`config.mk`:
```
export PLATFORM = sky130hd
export DESIGN_NAME = i2c_slave_rx
export DESIGN_NICKNAME = d
export VERILOG_FILES = /design/src/rtl/i2c_rx_pkg.sv /design/src/rtl/i2c_bus_cond.sv /design/src/rtl/i2c_rx_shifter.sv /design/src/rtl/i2c_rx_regs.sv /design/src/rtl/i2c_slave_rx.sv
export SDC_FILE = /design/constraint.sdc
export NUM_CORES = 1
export LEC_CHECK = 0
export ABC_AREA = 1
export BUFFER_PORTS_ARGS = -buffer_cell sky130_fd_sc_hd__buf_4
export CORE_MARGIN = 3
export CORE_UTILIZATION = 30
export DETAILED_ROUTE_END_ITERATION = 16
export MAX_ROUTING_LAYER = met4
export REMOVE_ABC_BUFFERS = 1
export SLEW_MARGIN = 10
export SYNTH_ARGS = -nofsm -noshare
export SYNTH_HDL_FRONTEND = slang
export SYNTH_SLANG_ARGS = --single-unit
export TNS_END_PERCENT = 1
```
`constraint.sdc`:
```
create_clock -name clk -period 1.85 [get_ports clk]
set_clock_uncertainty 0.2 [all_clocks]
set_input_delay 0.2775 -clock clk [delete_from_list [all_inputs] [get_ports clk]]
set_output_delay 0.2775 -clock clk [all_outputs]
set_load 0.005 [all_outputs]
```
`src/rtl/i2c_rx_pkg.sv`:
```
package i2c_rx_pkg;
  localparam int ADDR_W = 7;
  localparam int DATA_W = ADDR_W + 1;
  localparam int REG_AW = 2;

  localparam logic [REG_AW-1:0] RA_CTRL = 2'd0;
  localparam logic [REG_AW-1:0] RA_OWN  = 2'd1;
  localparam logic [REG_AW-1:0] RA_STAT = 2'd2;
  localparam logic [REG_AW-1:0] RA_DATA = 2'd3;

  localparam int SB_PEND = 0;
  localparam int SB_FULL = 1;
  localparam int SB_STOP = 2;
  localparam int SB_BUSY = 3;
  localparam int SB_OVR  = 4;

  typedef struct packed {
    logic [4:0] spare;
    logic       stop_mask;
    logic       irq_en;
    logic       ack_val;
  } ctrl_t;
endpackage

```
`src/rtl/i2c_bus_cond.sv`:
```
module i2c_bus_cond (
  input  logic clk,
  input  logic rst,
  input  logic scl_i,
  input  logic sda_i,
  output logic scl_rise,
  output logic scl_fall,
  output logic start_det,
  output logic stop_det,
  output logic busy
);
  logic scl_q, sda_q;

  always_ff @(posedge clk) begin
    if (rst) begin
      scl_q <= 1'b1;
      sda_q <= 1'b1;
      busy  <= 1'b0;
    end else begin
      scl_q <= scl_i;
      sda_q <= sda_i;
      if (start_det)     busy <= 1'b1;
      else if (stop_det) busy <= 1'b0;
    end
  end

  assign scl_rise  = scl_i & ~scl_q;
  assign scl_fall  = ~scl_i & scl_q;
  assign start_det = scl_i & scl_q & sda_q & ~sda_i;
  assign stop_det  = scl_i & scl_q & ~sda_q & sda_i;

  a_r2_busy_on_start: assert property (@(posedge clk) disable iff (rst)
    start_det |=> busy);
  a_r2_idle_on_stop: assert property (@(posedge clk) disable iff (rst)
    stop_det |=> !busy);
endmodule

```
`src/rtl/i2c_rx_shifter.sv`:
```
module i2c_rx_shifter
  import i2c_rx_pkg::*;
(
  input  logic              clk,
  input  logic              rst,
  input  logic              scl_i,
  input  logic              sda_i,
  input  logic              scl_rise,
  input  logic              scl_fall,
  input  logic              start_det,
  input  logic              stop_det,
  input  logic [ADDR_W-1:0] own_addr,
  input  logic              ack_val,
  output logic              sda_oe,
  output logic              byte_done,
  output logic [DATA_W-1:0] byte_val
);
  localparam int CNT_W = $clog2(DATA_W + 1);
  localparam logic [CNT_W-1:0] LAST = CNT_W'(DATA_W);

  logic [DATA_W-1:0] shreg;
  logic [CNT_W-1:0]  cnt;
  logic listen, drop, in_ack, first;
  logic addr_hit;

  assign addr_hit = (shreg[DATA_W-1:1] == own_addr) && !shreg[0];

  always_ff @(posedge clk) begin
    if (rst) begin
      shreg <= '0; cnt <= '0; listen <= 1'b0; drop <= 1'b0;
      in_ack <= 1'b0; first <= 1'b0; sda_oe <= 1'b0;
      byte_done <= 1'b0; byte_val <= '0;
    end else begin
      byte_done <= 1'b0;
      if (start_det) begin
        listen <= 1'b1; drop <= 1'b0; in_ack <= 1'b0;
        cnt <= '0; first <= 1'b1; sda_oe <= 1'b0;
      end else if (stop_det) begin
        listen <= 1'b0; in_ack <= 1'b0; cnt <= '0; sda_oe <= 1'b0;
      end else if (listen && !drop) begin
        if (scl_rise) begin
          if (in_ack) begin
            byte_done <= 1'b1;
            byte_val  <= shreg;
          end else if (cnt < LAST) begin
            shreg <= {shreg[DATA_W-2:0], sda_i};
            cnt   <= cnt + 1'b1;
          end
        end
        if (scl_fall) begin
          if (in_ack) begin
            in_ack <= 1'b0; sda_oe <= 1'b0; cnt <= '0; first <= 1'b0;
          end else if (cnt == LAST) begin
            if (first && !addr_hit) drop <= 1'b1;
            else begin
              in_ack <= 1'b1;
              sda_oe <= ~ack_val;
            end
          end
        end
      end
    end
  end

  // the drive level follows the acknowledge bit, and changes only with SCL low
  a_r4_drive_follows_ack: assert property (@(posedge clk) disable iff (rst)
    $rose(sda_oe) |-> $past(!ack_val));
  a_r4_oe_scl_low: assert property (@(posedge clk) disable iff (rst)
    !$stable(sda_oe) |-> $past(!scl_i || start_det || stop_det));
  a_r3_silent_when_dropped: assert property (@(posedge clk) disable iff (rst)
    drop |-> !sda_oe && !byte_done);
endmodule

```
`src/rtl/i2c_rx_regs.sv`:
```
module i2c_rx_regs
  import i2c_rx_pkg::*;
#(
  parameter logic [ADDR_W-1:0] OWN_ADDR_RST = 7'h3A
) (
  input  logic              clk,
  input  logic              rst,
  input  logic [REG_AW-1:0] reg_addr,
  input  logic              reg_wr,
  input  logic              reg_rd,
  input  logic [DATA_W-1:0] reg_wdata,
  output logic [DATA_W-1:0] reg_rdata,
  output logic              irq,
  input  logic              byte_done,
  input  logic [DATA_W-1:0] byte_val,
  input  logic              stop_det,
  input  logic              busy,
  output logic [ADDR_W-1:0] own_addr,
  output logic              ack_val
);
  ctrl_t             ctrl_q, ctrl_n;
  logic [DATA_W-1:0] own_q, data_q, data_n, stash_q, stash_n;
  logic pend_q, pend_n, full_q, full_n, wait_q, wait_n;
  logic stop_q, stop_n, ovr_q, ovr_n;
  logic wr_stat, rd_data;
  logic [DATA_W-1:0] status;

  assign wr_stat = reg_wr && (reg_addr == RA_STAT);
  assign rd_data = reg_rd && (reg_addr == RA_DATA);

  always_comb begin
    ctrl_n = ctrl_q;
    pend_n = pend_q; full_n = full_q; wait_n = wait_q;
    stop_n = stop_q; ovr_n = ovr_q;
    data_n = data_q; stash_n = stash_q;
    if (reg_wr && reg_addr == RA_CTRL) ctrl_n = ctrl_t'(reg_wdata);
    if (wr_stat) begin
      if (!reg_wdata[SB_PEND]) pend_n = 1'b0;
      if (!reg_wdata[SB_STOP]) stop_n = 1'b0;
      if (!reg_wdata[SB_OVR])  ovr_n  = 1'b0;
    end
    if (rd_data) begin
      if (wait_q) begin
        data_n = stash_q; wait_n = 1'b0; pend_n = 1'b1;
      end else begin
        full_n = 1'b0;
      end
    end
    if (byte_done) begin
      pend_n = 1'b1;
      if (!full_n) begin
        data_n = byte_val; full_n = 1'b1;
      end else if (!wait_n) begin
        stash_n = byte_val; wait_n = 1'b1;
      end else begin
        ovr_n = 1'b1;
      end
    end
    if (stop_det) begin
      stop_n = 1'b1;
      if (!ctrl_q.stop_mask) pend_n = 1'b1;
    end
  end

  always_comb begin
    status = '0;
    status[SB_PEND] = pend_q;
    status[SB_FULL] = full_q;
    status[SB_STOP] = stop_q;
    status[SB_BUSY] = busy;
    status[SB_OVR]  = ovr_q;
  end

  always_ff @(posedge clk) begin
    if (rst) begin
      ctrl_q <= '0; own_q <= {1'b0, OWN_ADDR_RST};
      pend_q <= 1'b0; full_q <= 1'b0; wait_q <= 1'b0;
      stop_q <= 1'b0; ovr_q <= 1'b0;
      data_q <= '0; stash_q <= '0; reg_rdata <= '0; irq <= 1'b0;
    end else begin
      ctrl_q <= ctrl_n;
      if (reg_wr && reg_addr == RA_OWN) own_q <= reg_wdata;
      pend_q <= pend_n; full_q <= full_n; wait_q <= wait_n;
      stop_q <= stop_n; ovr_q <= ovr_n;
      data_q <= data_n; stash_q <= stash_n;
      irq <= pend_n && ctrl_n.irq_en;
      if (reg_rd) begin
        case (reg_addr)
          RA_CTRL: reg_rdata <= ctrl_q;
          RA_OWN:  reg_rdata <= own_q;
          RA_STAT: reg_rdata <= status;
          default: reg_rdata <= data_q;
        endcase
      end
    end
  end

  assign own_addr = own_q[ADDR_W-1:0];
  assign ack_val  = ctrl_q.ack_val;

  a_r5_pend_on_byte: assert property (@(posedge clk) disable iff (rst)
    byte_done |=> pend_q);
  a_r7_overrun: assert property (@(posedge clk) disable iff (rst)
    byte_done && full_q && wait_q && !rd_data |=> ovr_q);
  a_r6_read_frees: assert property (@(posedge clk) disable iff (rst)
    rd_data && !wait_q && !byte_done |=> !full_q);
  a_r6_waiting_moves_in: assert property (@(posedge clk) disable iff (rst)
    rd_data && wait_q |=> full_q && pend_q);
endmodule

```
`src/rtl/i2c_slave_rx.sv`:
```
module i2c_slave_rx
  import i2c_rx_pkg::*;
#(
  parameter logic [ADDR_W-1:0] OWN_ADDR_RST = 7'h3A
) (
  input  logic              clk,
  input  logic              rst,
  input  logic              scl_i,
  input  logic              sda_i,
  output logic              sda_oe,
  input  logic [REG_AW-1:0] reg_addr,
  input  logic              reg_wr,
  input  logic              reg_rd,
  input  logic [DATA_W-1:0] reg_wdata,
  output logic [DATA_W-1:0] reg_rdata,
  output logic              irq
);
  logic scl_rise, scl_fall, start_det, stop_det, busy;
  logic byte_done, ack_val;
  logic [DATA_W-1:0] byte_val;
  logic [ADDR_W-1:0] own_addr;

  i2c_bus_cond u_cond (
    .clk(clk), .rst(rst), .scl_i(scl_i), .sda_i(sda_i),
    .scl_rise(scl_rise), .scl_fall(scl_fall),
    .start_det(start_det), .stop_det(stop_det), .busy(busy)
  );

  i2c_rx_shifter u_shift (
    .clk(clk), .rst(rst), .scl_i(scl_i), .sda_i(sda_i),
    .scl_rise(scl_rise), .scl_fall(scl_fall),
    .start_det(start_det), .stop_det(stop_det),
    .own_addr(own_addr), .ack_val(ack_val), .sda_oe(sda_oe),
    .byte_done(byte_done), .byte_val(byte_val)
  );

  i2c_rx_regs #(.OWN_ADDR_RST(OWN_ADDR_RST)) u_regs (
    .clk(clk), .rst(rst), .reg_addr(reg_addr), .reg_wr(reg_wr),
    .reg_rd(reg_rd), .reg_wdata(reg_wdata), .reg_rdata(reg_rdata),
    .irq(irq), .byte_done(byte_done), .byte_val(byte_val),
    .stop_det(stop_det), .busy(busy), .own_addr(own_addr), .ack_val(ack_val)
  );
endmodule

```
==> results.md <==
* Status: complete, no violations
* Fmax at around 560 MHz
* Ys Warns at 0
* Via count at 2816
* Synth cell types at 32
* Crit share post-route at between 90% and 100%
* Worst skew pair latency at between 0.3 and 0.4 ns
* Class of the worst hold path: input port to register
* Cell-internal power at roughly 2.5 mW
* P per Cell Area at approximately 860 nW/um^2
* Share of cells above drive strength 1 at between 10% and 20%
* RePlAce Congestion at between 0.8 and 0.9
* Synthesized flop and latch total at between 70 and 80
* Postcts setup bufs at 0
* CP max FO at 3
* Clock buffer count from CTS at 9
* Nets at roughly 470
* DRC at 0
* Final Slew Violations at 0
* Width of the chip at roughly 110 um
* Cell Chain, Critical Path: dlygate4sd3_1, buf_4, inv_1, nor3_1, inv_1, o21ai_0, nor2_1, nor3_1
* Synthesized area per cell at ~7.7 sq um
* Core Area at 10400 sq um
* Crit path buf inv count at 4
* Syn Inst Count at approximately 420
* Final Hold Violating Endpoints at 0
* Post-synth EDFFs at 0
* GRT Util Overall at approximately 15%
* Post-synth ARST share at 0%
* Filler cell count at approximately 1100
* Post-synthesis sequential area ratio at a little under half
* Number of routed nets with antenna violations at 0
* Area grow syn2layout at 19.8%
* Worst slew pin tran at approximately 0.38 ns
* Period minus WS final at ~1.8 ns
* Congestion Overflow GR at 0
* Leak at between 1.5 and 2 nW
* Die ar. at around 12000 sq um
* WS Path Type: input port to register
* Vias/cell at roughly 4.7
* Hpwl dp at around 6000 um
* Worst rel slew slack at 74.2%
* Setup crit start kind: input port
* TNS Setup at 0 ns
* Core Rows at 37
* Switching share of power at 24.0%
* Crit path max-delay cell type: dlygate4sd3_1
* Num ports at 26
* Clock sink count at 74
* CTS Root Cell: clkbuf_8
* Post-synth top area share at between 40 and 50%
* Vias in the first global route at ~2700
* Crit end category: register
* Reg power frac at 50.4%
* Arr. time, crit path at 1.86 ns
* Largest cells by area after synthesis: dfxtp_1 (46%), nand2_1 (9.4%), o21ai_0 (8.4%), a21oi_1 (7.2%), inv_1 (6.4%)
* First DRT Iteration DRCs at 210
* Largest net degree at the start of global routing at 57
* Peak supply drop at 504 uV
* Drt pass-1 iters at 5
* CP Data Required Time at approximately 1.9 ns
* Detailed-route wire length per cell at roughly 14 um
* Max_cap viols at 0
* First-pass GRT wire length at roughly 13000 um
* # diodes at 0
* P_sw at 0.791 mW
* Final WL at ~8100 um
* Worst hold margin at approximately 0.014 ns
* Netlist Area Pre-Place at 3210 sq um
* H-Tree Depth at 3
* Delay-heaviest family, CP: buffers and inverters
* Die H at between 100 and 150 um
* Post-synth top flop: dfxtp_1
* Clk buf depth at 2
* CTS tree: built
* Largest stage delay, worst path at ~0.52 ns
* Logic pwr share at approximately 8.0%
* RSZ-0062 raised after global routing: false
* Clock power share at 41.6%
* Most instantiated library cell after synthesis: nand2_1
* Most frequent cells after synthesis: nand2_1 (80), dfxtp_1 (74), inv_1 (55)
* Cell accounting for the most synthesized area: dfxtp_1
* Antenna violations before repair at 0
* Endpoints failing setup at 0
* Initial core utilization at slightly above 30%
* Worst-path clk slew at ~0.090 ns
* IO buf count at 25
[cell type report]
cell class	count	area [sq um]	area share, %
Tap cell	136	170	4.43
Clock buffer	10	128	3.32
Timing Repair Buffer	43	358	9.31
Clock inverter	6	87.6	2.28
Multi-Input combinational cell	268	1390	36.1
Sequential cell	74	1480	38.5
Inverter	59	234	6.09
[placed cells by master (no fill, tap or decap)]
cell type	count
a211oi_1	2
a21oi_1	46
a31oi_1	1
a41oi_1	7
buf_12	1
buf_4	33
bufinv_16	2
clkbuf_1	1
clkbuf_8	9
clkinv_2	2
clkinv_4	1
dfxtp_1	74
dlygate4sd3_1	9
ha_1	2
inv_1	55
inv_2	2
inv_6	2
inv_8	1
nand2_1	79
nand2_2	1
nand2_4	1
nand2_8	2
nand3_1	7
nand3_2	1
nand3_4	2
nand4_1	1
nor2_1	33
nor2_2	2
nor2_4	3
nor2_8	1
nor3_1	9
o211ai_1	4
o21ai_0	54
o21ai_1	4
o21ai_2	1
o221ai_1	5
[metrics by stage]
stage	total power, mW	setup slack (ns)	instance area, sq um	cells	util, %
3_5_place_dp	1.95	0.0845	3540	571	34.1
6_report	3.30	0.0694	3840	596	37.1
2_1_floorplan	1.82	0.241	3100	401	-
5_1_grt	3.45	0.00135	3840	596	37.1
4_1_cts	3.34	0.124	3840	596	37.1
3_3_place_gp	1.95	0.124	3540	571	34.1
[power by group through the flow]
stage / registers, mW / clock network, mW / logic [mW]
2_1_floorplan: 1.69 / 0 / 0.129
3_3_place_gp: 1.70 / 0 / 0.247
3_5_place_dp: 1.70 / 0 / 0.250
4_1_cts: 1.66 / 1.41 / 0.265
5_1_grt: 1.67 / 1.48 / 0.299
6_report: 1.66 / 1.37 / 0.264
[registers in the layout (all words and copies together) (netlist names)]
name	count
u_cond.scl_q	1
u_cond.sda_q	1
u_regs.ack_val	1
u_regs.ctrl_q	7
u_regs.data_q	8
u_regs.full_q	1
u_regs.irq	1
u_regs.ovr_q	1
u_regs.own_q	8
u_regs.pend_q	1
u_regs.reg_rdata	8
u_regs.stash_q	8
u_regs.stop_q	1
u_regs.wait_q	1
u_shift.byte_done	1
u_shift.byte_val	8
u_shift.cnt	4
u_shift.drop	1
u_shift.first	1
u_shift.in_ack	1
u_shift.listen	1
u_shift.sda_oe	1
u_shift.shreg	8
[worst paths after layout]
path,start,to,slack [ns],depth (start not counted)
max,sda_i,u_regs.irq$_SDFF_PP0_,0.07,8
min,reg_wdata[2],u_regs.ctrl_q[2]$_SDFFE_PP0P_,0.01,3
max reg2reg,u_cond.scl_q$_SDFF_PP1_,u_shift.shreg[4]$_SDFFE_PP0P_,0.20,7
min reg2reg,u_regs.stash_q[0]$_SDFFE_PP0P_,u_regs.stash_q[0]$_SDFFE_PP0P_,0.25,2
[layer usage]
| layer | global-route usage (%) | vias up | part of all wire (%) |
|---|---|---|---|
| met1 | 19.8 | 1270 | 46 |
| met4 | 5.52 | 0 | 2.6 |
| li1 | - | 1454 | - |
| met2 | 21.5 | 79 | 45 |
| met3 | 3.70 | 13 | 6.8 |
| met5 | - | - | 0 |
[worst reg2reg max path, cell delays in order (launching register included)]
cell and delay (ns):
dfxtp_1 0.32, nor2_1 0.10, inv_1 0.05, nor2_2 0.20, nand3_2 0.22, buf_4 0.23
o21ai_0 0.16, a21oi_1 0.06
[timing repair]
| item | CTS | global route |
|---|---|---|
| hold endpoints to repair | 12 | 0 |
| setup endpoints to repair | 0 | 6 |
| resized for setup | 0 | 1 |
| hold buffers | 9 | 0 |
[kinds of logic (layout without fill, tap and decap cells)]
group           count (synthesis)  in the layout  share of synthesized area (%)
compound gates                124            124                           21.4
buf+inv                        75            118                           10.8
flops                          74             74                           46.1
simple gates                  142            142                           21.0
fa+ha+maj                       2              2                          0.779
Power figures use the tool's default switching activity.
